[src/rtl/alu_flags_pkg.sv]
package alu_flags_pkg;

    typedef enum logic [2:0] {
        OP_ADD = 3'd0,
        OP_ADC = 3'd1,
        OP_SUB = 3'd2,
        OP_SBB = 3'd3,
        OP_CMP = 3'd4,
        OP_AND = 3'd5,
        OP_OR  = 3'd6,
        OP_XOR = 3'd7
    } alu_op_e;

    localparam int STATUS_W = 16;

    localparam int BIT_CARRY  = 0;
    localparam int BIT_ONE    = 1;
    localparam int BIT_PARITY = 2;
    localparam int BIT_NIBBLE = 4;
    localparam int BIT_ZERO   = 6;
    localparam int BIT_SIGN   = 7;
    localparam int BIT_TRAP   = 8;
    localparam int BIT_IRQEN  = 9;
    localparam int BIT_DIR    = 10;
    localparam int BIT_OVF    = 11;

    localparam logic [STATUS_W-1:0] FIXED_ONES = STATUS_W'(1) << BIT_ONE;
    localparam logic [STATUS_W-1:0] WRITABLE =
        (STATUS_W'(1) << BIT_CARRY)  | (STATUS_W'(1) << BIT_PARITY) |
        (STATUS_W'(1) << BIT_NIBBLE) | (STATUS_W'(1) << BIT_ZERO)   |
        (STATUS_W'(1) << BIT_SIGN)   | (STATUS_W'(1) << BIT_TRAP)   |
        (STATUS_W'(1) << BIT_IRQEN)  | (STATUS_W'(1) << BIT_DIR)    |
        (STATUS_W'(1) << BIT_OVF);

    // Flag candidates produced by the datapath for one operation
    typedef struct packed {
        logic carry;
        logic parity;
        logic nibble;
        logic nibble_upd;
        logic zero;
        logic sign;
        logic ovf;
    } arith_flags_t;

    function automatic logic even_ones(input logic [7:0] byte_in);
        return ~(^byte_in);
    endfunction

    function automatic logic is_logic_op(input alu_op_e op);
        return (op == OP_AND) || (op == OP_OR) || (op == OP_XOR);
    endfunction

endpackage

[src/rtl/alu_core.sv]
module alu_core
    import alu_flags_pkg::*;
#(
    parameter int WIDTH = 8
) (
    input  alu_op_e           op,
    input  logic [WIDTH-1:0]  a,
    input  logic [WIDTH-1:0]  b,
    input  logic              carry_in,
    output logic [WIDTH-1:0]  res,
    output logic              write_res,
    output arith_flags_t      flg
);
    localparam int MSB = WIDTH - 1;

    logic [WIDTH:0] wide;
    logic [4:0]     nib;
    logic           cin;
    logic           subtracting;
    logic           arith;

    always_comb begin
        cin         = ((op == OP_ADC) || (op == OP_SBB)) ? carry_in : 1'b0;
        subtracting = (op == OP_SUB) || (op == OP_SBB) || (op == OP_CMP);
        arith       = !is_logic_op(op);
        wide        = '0;
        nib         = '0;
        unique case (op)
            OP_ADD, OP_ADC: begin
                wide = {1'b0, a} + {1'b0, b} + (WIDTH+1)'(cin);
                nib  = {1'b0, a[3:0]} + {1'b0, b[3:0]} + 5'(cin);
            end
            OP_SUB, OP_SBB, OP_CMP: begin
                wide = {1'b0, a} - {1'b0, b} - (WIDTH+1)'(cin);
                nib  = {1'b0, a[3:0]} - {1'b0, b[3:0]} - 5'(cin);
            end
            OP_AND: wide = {1'b0, a & b};
            OP_OR:  wide = {1'b0, a | b};
            OP_XOR: wide = {1'b0, a ^ b};
            default: wide = '0;
        endcase
        res = wide[MSB:0];

        flg.carry      = arith ? wide[WIDTH] : 1'b0;
        flg.nibble     = nib[4];
        flg.nibble_upd = arith;
        flg.parity     = even_ones(res[7:0]);
        flg.zero       = (res == '0);
        flg.sign       = res[MSB];
        if (!arith)
            flg.ovf = 1'b0;
        else if (subtracting)
            flg.ovf = (a[MSB] != b[MSB]) && (res[MSB] != a[MSB]);
        else
            flg.ovf = (a[MSB] == b[MSB]) && (res[MSB] != a[MSB]);

        write_res = (op != OP_CMP);
    end
endmodule

[src/rtl/status_word_reg.sv]
module status_word_reg
    import alu_flags_pkg::*;
(
    input  logic                clk,
    input  logic                rst,
    input  logic                upd_en,
    input  arith_flags_t        upd,
    input  logic                ie_set,
    input  logic                ie_clr,
    input  logic                df_set,
    input  logic                df_clr,
    input  logic                word_we,
    input  logic [STATUS_W-1:0] word_in,
    output logic [STATUS_W-1:0] word_q
);
    logic [STATUS_W-1:0] word_d;

    always_comb begin
        word_d = word_q;
        if (word_we) begin
            word_d = (word_in & WRITABLE) | FIXED_ONES;
        end else begin
            if (upd_en) begin
                word_d[BIT_CARRY]  = upd.carry;
                word_d[BIT_PARITY] = upd.parity;
                word_d[BIT_ZERO]   = upd.zero;
                word_d[BIT_SIGN]   = upd.sign;
                word_d[BIT_OVF]    = upd.ovf;
                if (upd.nibble_upd)
                    word_d[BIT_NIBBLE] = upd.nibble;
            end
            if (ie_set)      word_d[BIT_IRQEN] = 1'b1;
            else if (ie_clr) word_d[BIT_IRQEN] = 1'b0;
            if (df_set)      word_d[BIT_DIR]   = 1'b1;
            else if (df_clr) word_d[BIT_DIR]   = 1'b0;
        end
    end

    always_ff @(posedge clk) begin
        if (rst) word_q <= FIXED_ONES;
        else     word_q <= word_d;
    end

    // fixed bits never deviate
    assert_fixed_bits_R11: assert property (@(posedge clk) disable iff (rst)
        (word_q & ~WRITABLE) == FIXED_ONES);

    // trap bit moves only on a whole-word load
    assert_trap_hold_R10: assert property (@(posedge clk) disable iff (rst)
        !word_we |=> $stable(word_q[BIT_TRAP]));

    // set strobe lands, and wins over clear
    assert_irq_set_R9: assert property (@(posedge clk) disable iff (rst)
        (ie_set && !word_we) |=> word_q[BIT_IRQEN]);

    assert_dir_clr_R9: assert property (@(posedge clk) disable iff (rst)
        (df_clr && !df_set && !word_we) |=> !word_q[BIT_DIR]);

    // nothing requested, nothing changes
    assert_idle_hold_R9: assert property (@(posedge clk) disable iff (rst)
        (!upd_en && !word_we && !ie_set && !ie_clr && !df_set && !df_clr)
        |=> $stable(word_q));
endmodule

[src/rtl/alu_status_unit.sv]
module alu_status_unit
    import alu_flags_pkg::*;
#(
    parameter int WIDTH = 8
) (
    input  logic                clk,
    input  logic                rst,
    input  logic                op_valid,
    input  logic [2:0]          op_code,
    input  logic [WIDTH-1:0]    opnd_a,
    input  logic [WIDTH-1:0]    opnd_b,
    output logic [WIDTH-1:0]    result,
    output logic                result_wr,
    input  logic                irq_en_set,
    input  logic                irq_en_clr,
    input  logic                dir_set,
    input  logic                dir_clr,
    input  logic                flags_load,
    input  logic [STATUS_W-1:0] flags_load_data,
    output logic [STATUS_W-1:0] flags
);
    alu_op_e      op;
    arith_flags_t cand;
    logic         core_wr;

    assign op = alu_op_e'(op_code);

    alu_core #(.WIDTH(WIDTH)) u_core (
        .op        (op),
        .a         (opnd_a),
        .b         (opnd_b),
        .carry_in  (flags[BIT_CARRY]),
        .res       (result),
        .write_res (core_wr),
        .flg       (cand)
    );

    assign result_wr = op_valid && core_wr;

    status_word_reg u_status (
        .clk     (clk),
        .rst     (rst),
        .upd_en  (op_valid),
        .upd     (cand),
        .ie_set  (irq_en_set),
        .ie_clr  (irq_en_clr),
        .df_set  (dir_set),
        .df_clr  (dir_clr),
        .word_we (flags_load),
        .word_in (flags_load_data),
        .word_q  (flags)
    );

    // compare never requests a write-back
    assert_cmp_no_write_R7: assert property (@(posedge clk) disable iff (rst)
        (op_valid && op == OP_CMP) |-> !result_wr);

    // logic operations leave carry and overflow clear
    assert_logic_clears_R8: assert property (@(posedge clk) disable iff (rst)
        (op_valid && is_logic_op(op) && !flags_load)
        |=> (!flags[BIT_CARRY] && !flags[BIT_OVF]));

    // logic operations keep the nibble flag
    assert_logic_keeps_nibble_R8: assert property (@(posedge clk) disable iff (rst)
        (op_valid && is_logic_op(op) && !flags_load)
        |=> $stable(flags[BIT_NIBBLE]));
endmodule

[config.mk]
export PLATFORM = sky130hd
export DESIGN_NAME = alu_status_unit
export DESIGN_NICKNAME = d
export VERILOG_FILES = /design/src/rtl/alu_flags_pkg.sv /design/src/rtl/alu_core.sv /design/src/rtl/status_word_reg.sv /design/src/rtl/alu_status_unit.sv
export SDC_FILE = /design/constraint.sdc
export NUM_CORES = 1
export LEC_CHECK = 0
export BUFFER_PORTS_ARGS = -buffer_cell sky130_fd_sc_hd__buf_2
export CORE_AREA = 4 4 82 84
export CTS_BUF_LIST = sky130_fd_sc_hd__clkbuf_16
export CTS_CLUSTER_SIZE = 10
export DETAILED_ROUTE_END_ITERATION = 12
export DIE_AREA = 0 0 86 88
export GPL_TIMING_DRIVEN = 0
export PLACE_DENSITY = 0.56
export RECOVER_POWER = 50
export REMOVE_ABC_BUFFERS = 1
export SYNTH_ARGS = -nofsm -noshare
export SYNTH_HDL_FRONTEND = slang
export SYNTH_SLANG_ARGS = --single-unit
[constraint.sdc]
create_clock -name clk -period 13.65 [get_ports clk]
set_input_delay 1.365 -clock clk [delete_from_list [all_inputs] [get_ports clk]]
set_output_delay 1.365 -clock clk [all_outputs]
set_load 0.01 [all_outputs]
==> metrics.md, run 1 <==
| Metric | Value |
|---|---|
| Seq cells post-synth | 9 |
| Port buffer count | 53 |
| DRC | 0 |
| Layout Cells excl Fill | ~390 |
| MaxCap Viol Count | 0 |
| Syn Inst Count | roughly 280 |
| Nets | between 300 and 400 |
| Largest net degree at the start of global routing | 25 |
| Post-Synth Adder-Cell Area | 24.35% |
| Run status | completed |
| Placed Area | 2282 um^2 |
| Gr usage total | between 10% and 20% |
| Worst hold path class | reg2reg |
| Post-synthesis xor/xnor area fraction | between 6 and 7% |
| Yosys warning total | 0 |
| Fin Setup TNS | 0 ns |
| DR vias | about 2000 |
| Final WL | between 5 and 6 mm |
| Post-synth ARST share | 0% |
| Period utilization | a little under half |
| Clock Path Buffers | 2 |
| LEAKAGE | 1.183 nW |
| Fmax | 0.1581 GHz |
| Yosys cell types | 51 |
| Max Slew Vio Count | 0 |
| Placed cell count | between 300 and 400 |
| Final Power | about 190 uW |
| Antenna Diode Count | 0 |
| Kind of critical path | in2out |
| Synth Area in Compound Gates | 27.07% |
| Layout Skew | between 0.0004 and 0.0005 ns |
| Layout fillers | around 660 |
| TritonCTS Buffers | 3 |
| Hold Buf Count CTS | 0 |
| FF/Latch Area | around 180 um^2 |
| Biggest regs | u_status.word_q: 9 flops |
| Pwr dens | between 70 and 80 nW/um^2 |
| Post-route cell area | about 2300 um^2 |
| Worst skew pair latency | around 0.23 ns |
| Worst reg2reg startpoint | u_status.word_q[0] |
| CTS Sinks | 9 |
| Via/cell ratio | approximately 5 |
| RSZ-0062 raised after global routing | no |
| CTS H-Tree Depth | 1 |
| Initial DRC count | 86 |
| First-pass GRT wire length | 8.804 mm |
| Area of the multi-input gates | approximately 1600 um^2 |
| Final setup fails | 0 |
| Data required, critical path | 12.28 ns |
| Netlist Area Pre-Place | between 2000 and 2500 um^2 |
| IO Pins | slightly below 70 |
| CP Launch Point | op_code[2] |
| Clock slew at reported path FFs | 0.04 ns |
| Launch point of the worst hold path | u_status.word_q[8] |
| Area delta synth->final | 15.95% |
| Rows | 28 |
| Slowest stage cell, crit path | clkbuf_1 |
| Post-synth EDFFs | 0 |
| Critical path peak fanout | 19 |
| CTS tree | done |
| Die H | 88 um |
| Mux cell area share after synthesis | roughly 2.1% |
| Initial antenna violation count | 0 |
| Postcts setup bufs | 0 |
| Worst-Margin Slew | between 0.8 and 0.9 ns |
| Hpwl dp | 4.231 mm |
| Core Region | between 5000 and 6000 um^2 |
| Die width | around 86 um |
| CP most frequent cell | fa_1 |
| CTS Root Buffer Type | clkbuf_16 |
| Max_slew headroom | 43.14% |
| TritonRoute pass-1 iters | 4 |
| Post-route ant nets | 0 |
| Final hold violation count | 0 |
| Most flops, register | u_status.word_q |
| WL/cell | between 10 and 15 um |
| Top FF cell, synth | dfxtp_1 |
| Share of cells above drive strength 1 | roughly 17% |
| Die area | between 7000 and 8000 um^2 |
| Max reg flops | 9 |
| CP Launch Type | primary input |
| CP peak stage delay | between 0.6 and 0.7 ns |
| Fin crit period | roughly 6.3 ns |
| CTS resizes | 0 |
| Total congestion overflow | 0 |
| Simple-gate share of the synthesized area | between 10% and 20% |
| Arrival time of the worst setup path | approximately 5.0 ns |
| Routability Congestion | 0.7892 |
| Syn avg cell area | ~7.3 um^2 |
| Worst setup EP type | output port |
| Crit-path cells | clkbuf_1 -> nand3b_1 -> fa_1 -> ha_1 -> or2_2 -> fa_1 -> o21a_1 -> nor4_1 -> o211ai_1 -> a31oi_4 -> buf_2 |
| Vias in the first global route | about 1900 |
| Sequential fraction of the synthesis area | 8.900% |
| Largest family of logic cells by synthesized area | compound AO/OA/AOI/OAI gates |
| Starting Density | about a third |
| Maximum vdd ir drop | roughly 0.000066 V |
final timing paths:
kind                             end  slack [ns]  cells past startpoint
hold / removal    u_status.word_q[8]        0.49                      2
setup / recovery           result[6]        7.33                     11
setup reg to reg  u_status.word_q[2]        9.70                     17
hold reg to reg   u_status.word_q[8]        0.49                      2
routing by layer:
metal | GRT usage, % | up-vias | wire, um
met5 | 0 | - | 0
met4 | 1.439 | 0 | 25
met3 | 1.317 | 2 | 249
met2 | 23.34 | 54 | 2450
met1 | 20.08 | 923 | 2527
li1 | - | 1029 | -
power by group:
group | total, mW | leakage (nW) | internal [mW] | switching [mW]
combinational | 0.107 | 1.07 | 0.0477 | 0.0593
sequential | 0.0298 | 0.0745 | 0.0288 | 0.00102
clock | 0.0501 | 0.0423 | 0.0382 | 0.0119
cell usage in the layout, fill, tap and decap left out, types with 4 or more instances in the layout:
master / Yosys / layout
a21oi_1: 27 / 27
fa_1: 4 / 4
a21boi_0: 5 / 5
o22ai_1: 10 / 10
inv_1: 39 / 40
nor2_1: 21 / 21
buf_2: 3 / 42
clkbuf_1: 7 / 11
ha_1: 33 / 33
xnor2_1: 10 / 10
conb_1: 2 / 7
nor4_1: 5 / 5
xor2_1: 4 / 4
nand2_1: 12 / 12
dfxtp_1: 9 / 9
nor3b_1: 4 / 4
a21o_1: 7 / 7
o21ai_0: 13 / 13
worst max-delay path, delay by kind of cell:
kind	cells	cell delay, ns
buffers and inverters	2	0.79
adder cells (fa/ha/maj)	3	1.10
AO/OA/AOI/OAI	3	0.72
AND/OR/NAND/NOR	3	0.97
cell usage after synthesis (3+ instances only):
cell type / instances / area [um^2]
inv_1: 39 / 146.4
ha_1: 33 / 412.9
a21oi_1: 27 / 135.1
nor2_1: 21 / 78.83
o21ai_0: 13 / 65.06
nand2_1: 12 / 45.04
o22ai_1: 10 / 62.56
xnor2_1: 10 / 87.58
buf_4: 9 / 67.56
dfxtp_1: 9 / 180.2
a21o_1: 7 / 52.55
clkbuf_1: 7 / 26.28
a21boi_0: 5 / 37.54
nor4_1: 5 / 31.28
fa_1: 4 / 80.08
nor3b_1: 4 / 30.03
xor2_1: 4 / 35.03
a221oi_1: 3 / 26.28
a31oi_1: 3 / 18.77
buf_2: 3 / 15.01
nor3_1: 3 / 15.01
or2_2: 3 / 18.77
cells by family (layout without fill, tap and decap cells):
kind of cell    Yosys count  count (layout)
xor+xnor                 14              14
compound gates           84              84
other cells               2               7
mux                       4               4
fa+ha+maj                37              37
flops                     9               9
buf+inv                  59              96
simple gates             67              67
per-stage QoR:
step / hold slack, ns / utilization [%] / setup WS (ns)
2_1_floorplan: 0.5279 / - / 8.378
3_3_place_gp: 0.4730 / 38.55 / 7.530
3_5_place_dp: 0.4822 / 38.55 / 7.523
4_1_cts: 0.4935 / 39.88 / 7.501
5_1_grt: 0.5175 / 39.65 / 7.157
6_report: 0.4854 / 39.65 / 7.327
layout make-up:
cell class | count | share of cell area (%)
tap | 75 | 3.998
clock inverter | 1 | 0.1599
inverter | 39 | 6.237
sequential | 9 | 7.676
clock buffer | 3 | 3.198
timing repair buffer | 53 | 10.71
multi-input combinational | 213 | 68.02
Power figures use the tool's default switching activity.
==> run 2: changes to the inputs <==
- ABC_AREA: unset -> 1
- PLACE_DENSITY: 0.56 -> 0.58
- clock period: 13.65 -> 5.5 ns (I/O delays scaled with it)
==> metrics.md, run 2 <==
| Metric | Value |
|---|---|
| Most flops, register | u_status.word_q |
| Largest family of logic cells by synthesized area | simple AND/OR/NAND/NOR gates |
| CTS resizes | 0 |
| Layout Skew | approximately 0.00076 ns |
| Antenna Diode Count | 0 |
| Die width | around 86 um |
| Post-route ant nets | 0 |
| Synth Area in Compound Gates | around 18% |
| Worst hold path class | reg2reg |
| DR vias | just over 2000 |
| Crit-path cells | buf_2 -> inv_1 -> nand3_1 -> fa_1 -> inv_1 -> ha_1 -> or2_2 -> fa_1 -> nor2_1 -> o21ai_2 -> o21a_1 -> a211oi_1 -> nand2_1 -> buf_2 |
| Pwr dens | between 150 and 200 nW/um^2 |
| Initial antenna violation count | 0 |
| Top FF cell, synth | dfxtp_1 |
| CP peak stage delay | around 0.57 ns |
| RSZ-0062 raised after global routing | no |
| Slowest stage cell, crit path | fa_1 |
| Area delta synth->final | 17.70% |
| Most numerous cell in the Yosys netlist | inv_1 |
| Critical path peak fanout | 6 |
| CP Launch Type | primary input |
| Yosys warning total | 0 |
| Total congestion overflow | 0 |
| Simple-gate share of the synthesized area | ~28% |
| TritonCTS Buffers | 3 |
| Hpwl dp | about 4.4 mm |
| Most frequent cells in the layout | 63 x inv_1, 57 x nand2_1, 42 x buf_2 |
| Worst-Margin Slew | roughly 0.6 ns |
| Sequential fraction of the synthesis area | 8.911% |
| Largest net degree at the start of global routing | 14 |
| Data required, critical path | ~5.0 ns |
| Final setup fails | 0 |
| Max_slew headroom | between 50% and 60% |
| Dominant cells by area after synthesis | ha_1 20%, inv_1 12%, nand2_1 11% |
| CTS H-Tree Depth | 1 |
| TritonRoute pass-1 iters | 4 |
| Fin crit period | between 3 and 4 ns |
| Post-synth ARST share | 0% |
| DRC | 0 |
| Run status | completed |
| Starting Density | between 30% and 40% |
| Max Slew Vio Count | 0 |
| IO Pins | between 60 and 70 |
| CTS Root Buffer Type | clkbuf_16 |
| Hold Buf Count CTS | 0 |
| Post-Synth Adder-Cell Area | 24.38% |
| Final hold violation count | 0 |
| Kind of critical path | in2out |
| Clock Path Buffers | 2 |
| Yosys cell types | 43 |
| Seq cells post-synth | 9 |
| Core Region | 5921 um^2 |
| Die area | ~7600 um^2 |
| Netlist Area Pre-Place | between 2000 and 2500 um^2 |
| MaxCap Viol Count | 0 |
| Fmax | ~0.25 GHz |
| Clock slew at reported path FFs | approximately 0.040 ns |
| WL/cell | roughly 12 um |
| Mux cell area share after synthesis | less than 1% |
| Rows | 28 |
| Syn Inst Count | roughly 310 |
| Gr usage total | 13.70% |
| First-pass GRT wire length | roughly 8.3 mm |
| Routability Congestion | between 0.8 and 0.9 |
| Final WL | about 5.2 mm |
| Post-synth EDFFs | 0 |
| Top cell type's share of synthesized area | 20.42% |
| Synth top cells by count | 62 x inv_1, 57 x nand2_1, 33 x ha_1 |
| Fin Setup TNS | 0 ns |
| Leading area contributor after synthesis | ha_1 |
| CTS tree | done |
| Placed cell count | roughly 430 |
| Via/cell ratio | around 4.7 |
| Die H | roughly 90 um |
| Setup WS post-layout | around 1.5 ns |
| Initial DRC count | 83 |
| Max reg flops | 9 |
| Postcts setup bufs | 0 |
| CTS Sinks | 9 |
| Layout Cells excl Fill | ~440 |
| Util after Layout | 40.19% |
| LEAKAGE | 1.331 nW |
| Vias in the first global route | around 1900 |
| Post-synthesis xor/xnor area fraction | about 2.6% |
| Share of cells above drive strength 1 | 20.94% |
| Most common cell after layout, fill and taps aside | inv_1 |
| Worst skew pair latency | around 0.24 ns |
| DP Worst Slack | around 1.3 ns |
| Biggest regs | u_status.word_q: 9 flops |
| Maximum vdd ir drop | 0.0001526 V |
| Period utilization | a little under three quarters |
| Worst setup EP type | output port |
| Syn avg cell area | 6.439 um^2 |
| Port buffer count | 53 |
| Final hold slack | roughly 0.47 ns |
| Arrival time of the worst setup path | between 3 and 4 ns |
| Nets | 444 |
==> run 2: cell types whose count changed after synthesis, moves of 7 or more <==
cell     previous run  this run
o22ai_1            10         2
nand2_1            12        57
nand3_1             2        14
o21ai_0            13         4
xnor2_1            10         0
a21oi_1            27        18
inv_1              39        62
nand2_2             0         7
==> run 2: final cells by class <==
class | count | area [um^2]
Timing Repair Buffer | 53 | 251.5
Multi-Input combinational cell | 228 | 1516
Clock inverter | 1 | 3.754
Tap cell | 75 | 93.84
Clock buffer | 3 | 75.07
Inverter | 69 | 259.0
Fill cell | 666 | 3541
Sequential cell | 9 | 180.2
==> run 2: critical path: cells and delay by family <==
kind                       cells  cell delay [ns]
AOI/OAI and AO/OA              3             0.46
adders and majority gates      3             1.18
and+or+nand+nor                4             0.74
buffers and inverters          4             0.45
==> run 2: stage by stage <==
step           power, mW  instance area, um^2
2_1_floorplan     0.2647                 1956
3_3_place_gp      0.3392                 2315
3_5_place_dp      0.3409                 2315
4_1_cts           0.4706                 2394
5_1_grt           0.5118                 2380
6_report          0.4632                 2380
==> run 2: kinds of logic after synthesis <==
family                   after synthesis
AO/OA/AOI/OAI                         56
XOR/XNOR                               6
adder cells (fa/ha/maj)               37
buffers and inverters                 82
flip-flops                             9
multiplexers                           1
other                                  2
AND/OR/NAND/NOR                      121
==> run 2: metal layers <==
metal,up-vias,GRT usage (%),share of wire (%),routed length [um]
met2,55,23.48,45,2328
met1,912,17.69,47,2429
met5,-,0,0,0
li1,1087,-,-,-
met3,6,2.164,6.7,346
met4,0,4.029,1.4,72
==> run 2: final timing paths <==
path	cells past startpoint	to	slack (ns)	startpoint
setup / recovery	14	result[4]	1.55	op_code[2]
setup reg to reg	19	u_status.word_q[2]	1.78	u_status.word_q[0]
hold / removal	2	u_status.word_q[8]	0.47	u_status.word_q[8]
hold reg to reg	2	u_status.word_q[8]	0.47	u_status.word_q[8]
==> run 2: where the power goes <==
| group | internal [mW] | switching [mW] |
|---|---|---|
| clock | 0.0948 | 0.0307 |
| sequential | 0.0710 | 0.00283 |
| combinational | 0.101 | 0.163 |
==> run 3: changes to the inputs <==
- PLACE_DENSITY: 0.58 -> 0.56
- clock period: 5.5 -> 3.64 ns (I/O delays scaled with it)
==> metrics.md, run 3 (synthesis results as in run 2) <==
| Metric | Value |
|---|---|
| Worst reg2reg startpoint | u_status.word_q[0] |
| Maximum vdd ir drop | around 0.00022 V |
| Worst skew pair latency | around 0.23 ns |
| Most flops, register | u_status.word_q |
| Most frequent cells in the layout | 60 x inv_1, 57 x nand2_1, 41 x buf_2 |
| Final WL | approximately 5.4 mm |
| TritonRoute pass-1 iters | 4 |
| Crit path capture | u_status.word_q[2] |
| R2R depth | 19 |
| Share of cells above drive strength 1 | 26.22% |
| Fin crit period | approximately 3.5 ns |
| Kind of critical path | in2reg |
| CTS Sinks | 9 |
| Die H | between 80 and 90 um |
| Final setup fails | 0 |
| Layout Skew | 0.002363 ns |
| MaxCap Viol Count | 0 |
| Initial antenna violation count | 0 |
| CTS H-Tree Depth | 1 |
| LEAKAGE | around 1.4 nW |
| Biggest regs | u_status.word_q: 9 flops |
| Initial DRC count | 75 |
| Period utilization | around 96% |
| CP Launch Type | primary input |
| Total congestion overflow | 0 |
| Data required, critical path | 3.81 ns |
| Core Region | about 5900 um^2 |
| Worst hold path class | in2reg |
| Rows | 28 |
| Clock Path Buffers | 2 |
| Most common cell after layout, fill and taps aside | inv_1 |
| Worst-Margin Slew | 0.6339 ns |
| Logic pwr share | just over 60% |
| Sequential share of power | between 10 and 15% |
| Pwr dens | between 300 and 400 nW/um^2 |
| Worst setup EP type | flop |
| Die area | roughly 7600 um^2 |
| Final hold slack | around 0.38 ns |
| Arrival time of the worst setup path | between 3 and 4 ns |
| First-pass GRT wire length | approximately 8.4 mm |
| R2R Path End | u_status.word_q[2] |
| Clk pwr share | around 25% |
| Routability Congestion | 0.8366 |
| Nets | 451 |
| Switching share of power | a little over two fifths |
| Max_slew headroom | slightly below 60% |
| Max reg flops | 9 |
| DRC | 0 |
| Port buffer count | 53 |
| WL/cell | ~12 um |
| Post-route ant nets | 0 |
| Vias in the first global route | approximately 1900 |
| Via/cell ratio | 4.652 |
| Die width | ~86 um |
| Gr usage total | about 14% |
| Run status | completed |
| Starting Density | 34.15% |
| Fmax | about 0.28 GHz |
| Fin Setup TNS | 0 ns |
| Hpwl dp | roughly 4.4 mm |
| Cell-internal power | roughly 430 uW |
| Largest net degree at the start of global routing | 14 |
| CTS tree | done |
| TritonCTS Buffers | 3 |
| CTS Root Buffer Type | clkbuf_16 |
| Area delta synth->final | 23.95% |
| Critical path peak fanout | 6 |
| DR vias | ~2100 |
| FF-to-FF setup slack | ~0.13 ns |
| Max Slew Vio Count | 0 |
| Hold Buf Count CTS | 0 |
| P_sw | between 300 and 400 uW |
| IO Pins | slightly below 70 |
| Final hold violation count | 0 |
| CP Launch Point | op_code[2] |
| Layout fillers | about 630 |
| Antenna Diode Count | 0 |
| Clock slew at reported path FFs | roughly 0.040 ns |
run 3: changes by cell type in the layout (fill, tap and decap cells not counted), moves of 2 or more:
| cell | previous run | this run |
|---|---|---|
| buf_4 | 0 | 8 |
| inv_1 | 63 | 60 |
| a21oi_1 | 18 | 16 |
| a21oi_2 | 3 | 5 |
| ha_1 | 33 | 31 |
| inv_2 | 6 | 8 |
| xor2_1 | 6 | 4 |
| xor2_2 | 0 | 2 |
run 3: how the worst min path moves through the flow:
stage | from | end | slack, ns | cells after the start
2_1_floorplan | rst | u_status.word_q[2] | 0.43 | 1
3_3_place_gp | u_status.word_q[8] | u_status.word_q[8] | 0.46 | 2
3_5_place_dp | u_status.word_q[8] | u_status.word_q[8] | 0.45 | 2
4_1_cts | flags_load_data[8] | u_status.word_q[8] | 0.38 | 3
5_1_grt | flags_load_data[8] | u_status.word_q[8] | 0.41 | 3
6_report | flags_load_data[8] | u_status.word_q[8] | 0.38 | 3
run 3: through the flow:
stage	instances	util [%]	setup slack, ns	power (mW)	cell area, um^2
detailed placement	434	39.10	-0.3993	0.5146	2315
global route	445	42.33	-0.05669	0.8255	2506
finish	445	42.33	0.1307	0.7575	2506
global placement	434	39.10	-0.4105	0.5127	2315
CTS	439	40.83	0.002766	0.7126	2417
floorplan	306	-	0.1206	0.4000	1956
run 3: cell type report:
class,count,area [um^2],share of cell area [%]
flip-flops and latches,9,181.4,7.239
multi-input cells,228,1584,63.21
inverters,69,261.5,10.43
clock inverters,1,3.754,0.1498
repair buffers,60,306.5,12.23
well taps,75,93.84,3.744
clock buffers,3,75.07,2.996
run 3: what timing repair did:
action                     4_1_cts  5_1_grt
setup buffers                    1        6
resized for setup                5       15
setup endpoints to repair        3        2
hold endpoints to repair         0        0
pin swaps                        3       13
cloned                           0        0
run 3: critical path, stage by stage:
cell and delay [ns]:
buf_4 0.15, inv_4 0.06, nand3_2 0.08, fa_1 0.56, inv_1 0.06, ha_2 0.17, or2_4 0.25, fa_2 0.41
nor2_4 0.17, inv_2 0.05, a21oi_2 0.14, a2111oi_2 0.05, nand2_1 0.12, inv_1 0.07, ha_4 0.28, xor2_2 0.19
xor2_2 0.17, inv_1 0.07, nand2_2 0.06, nand3_2 0.06, a21oi_2 0.14
run 3: power groups by stage:
stage                     Sequential [mW]  Combinational (mW)  Clock [mW]
after floorplan                     0.116               0.284           0
after global placement              0.113               0.400           0
after detailed placement            0.112               0.402           0
after CTS                           0.111               0.409       0.192
after global routing                0.113               0.513       0.199
final                               0.111               0.457       0.189
run 3: per-layer routing:
| layer | up-vias | wire length [um] | track usage [%] |
|---|---|---|---|
| li1 | 1109 | - | - |
| met1 | 918 | 2618 | 18.77 |
| met2 | 41 | 2470 | 22.99 |
| met3 | 2 | 264 | 1.976 |
| met4 | 0 | 25 | 1.727 |
| met5 | - | 0 | 0 |
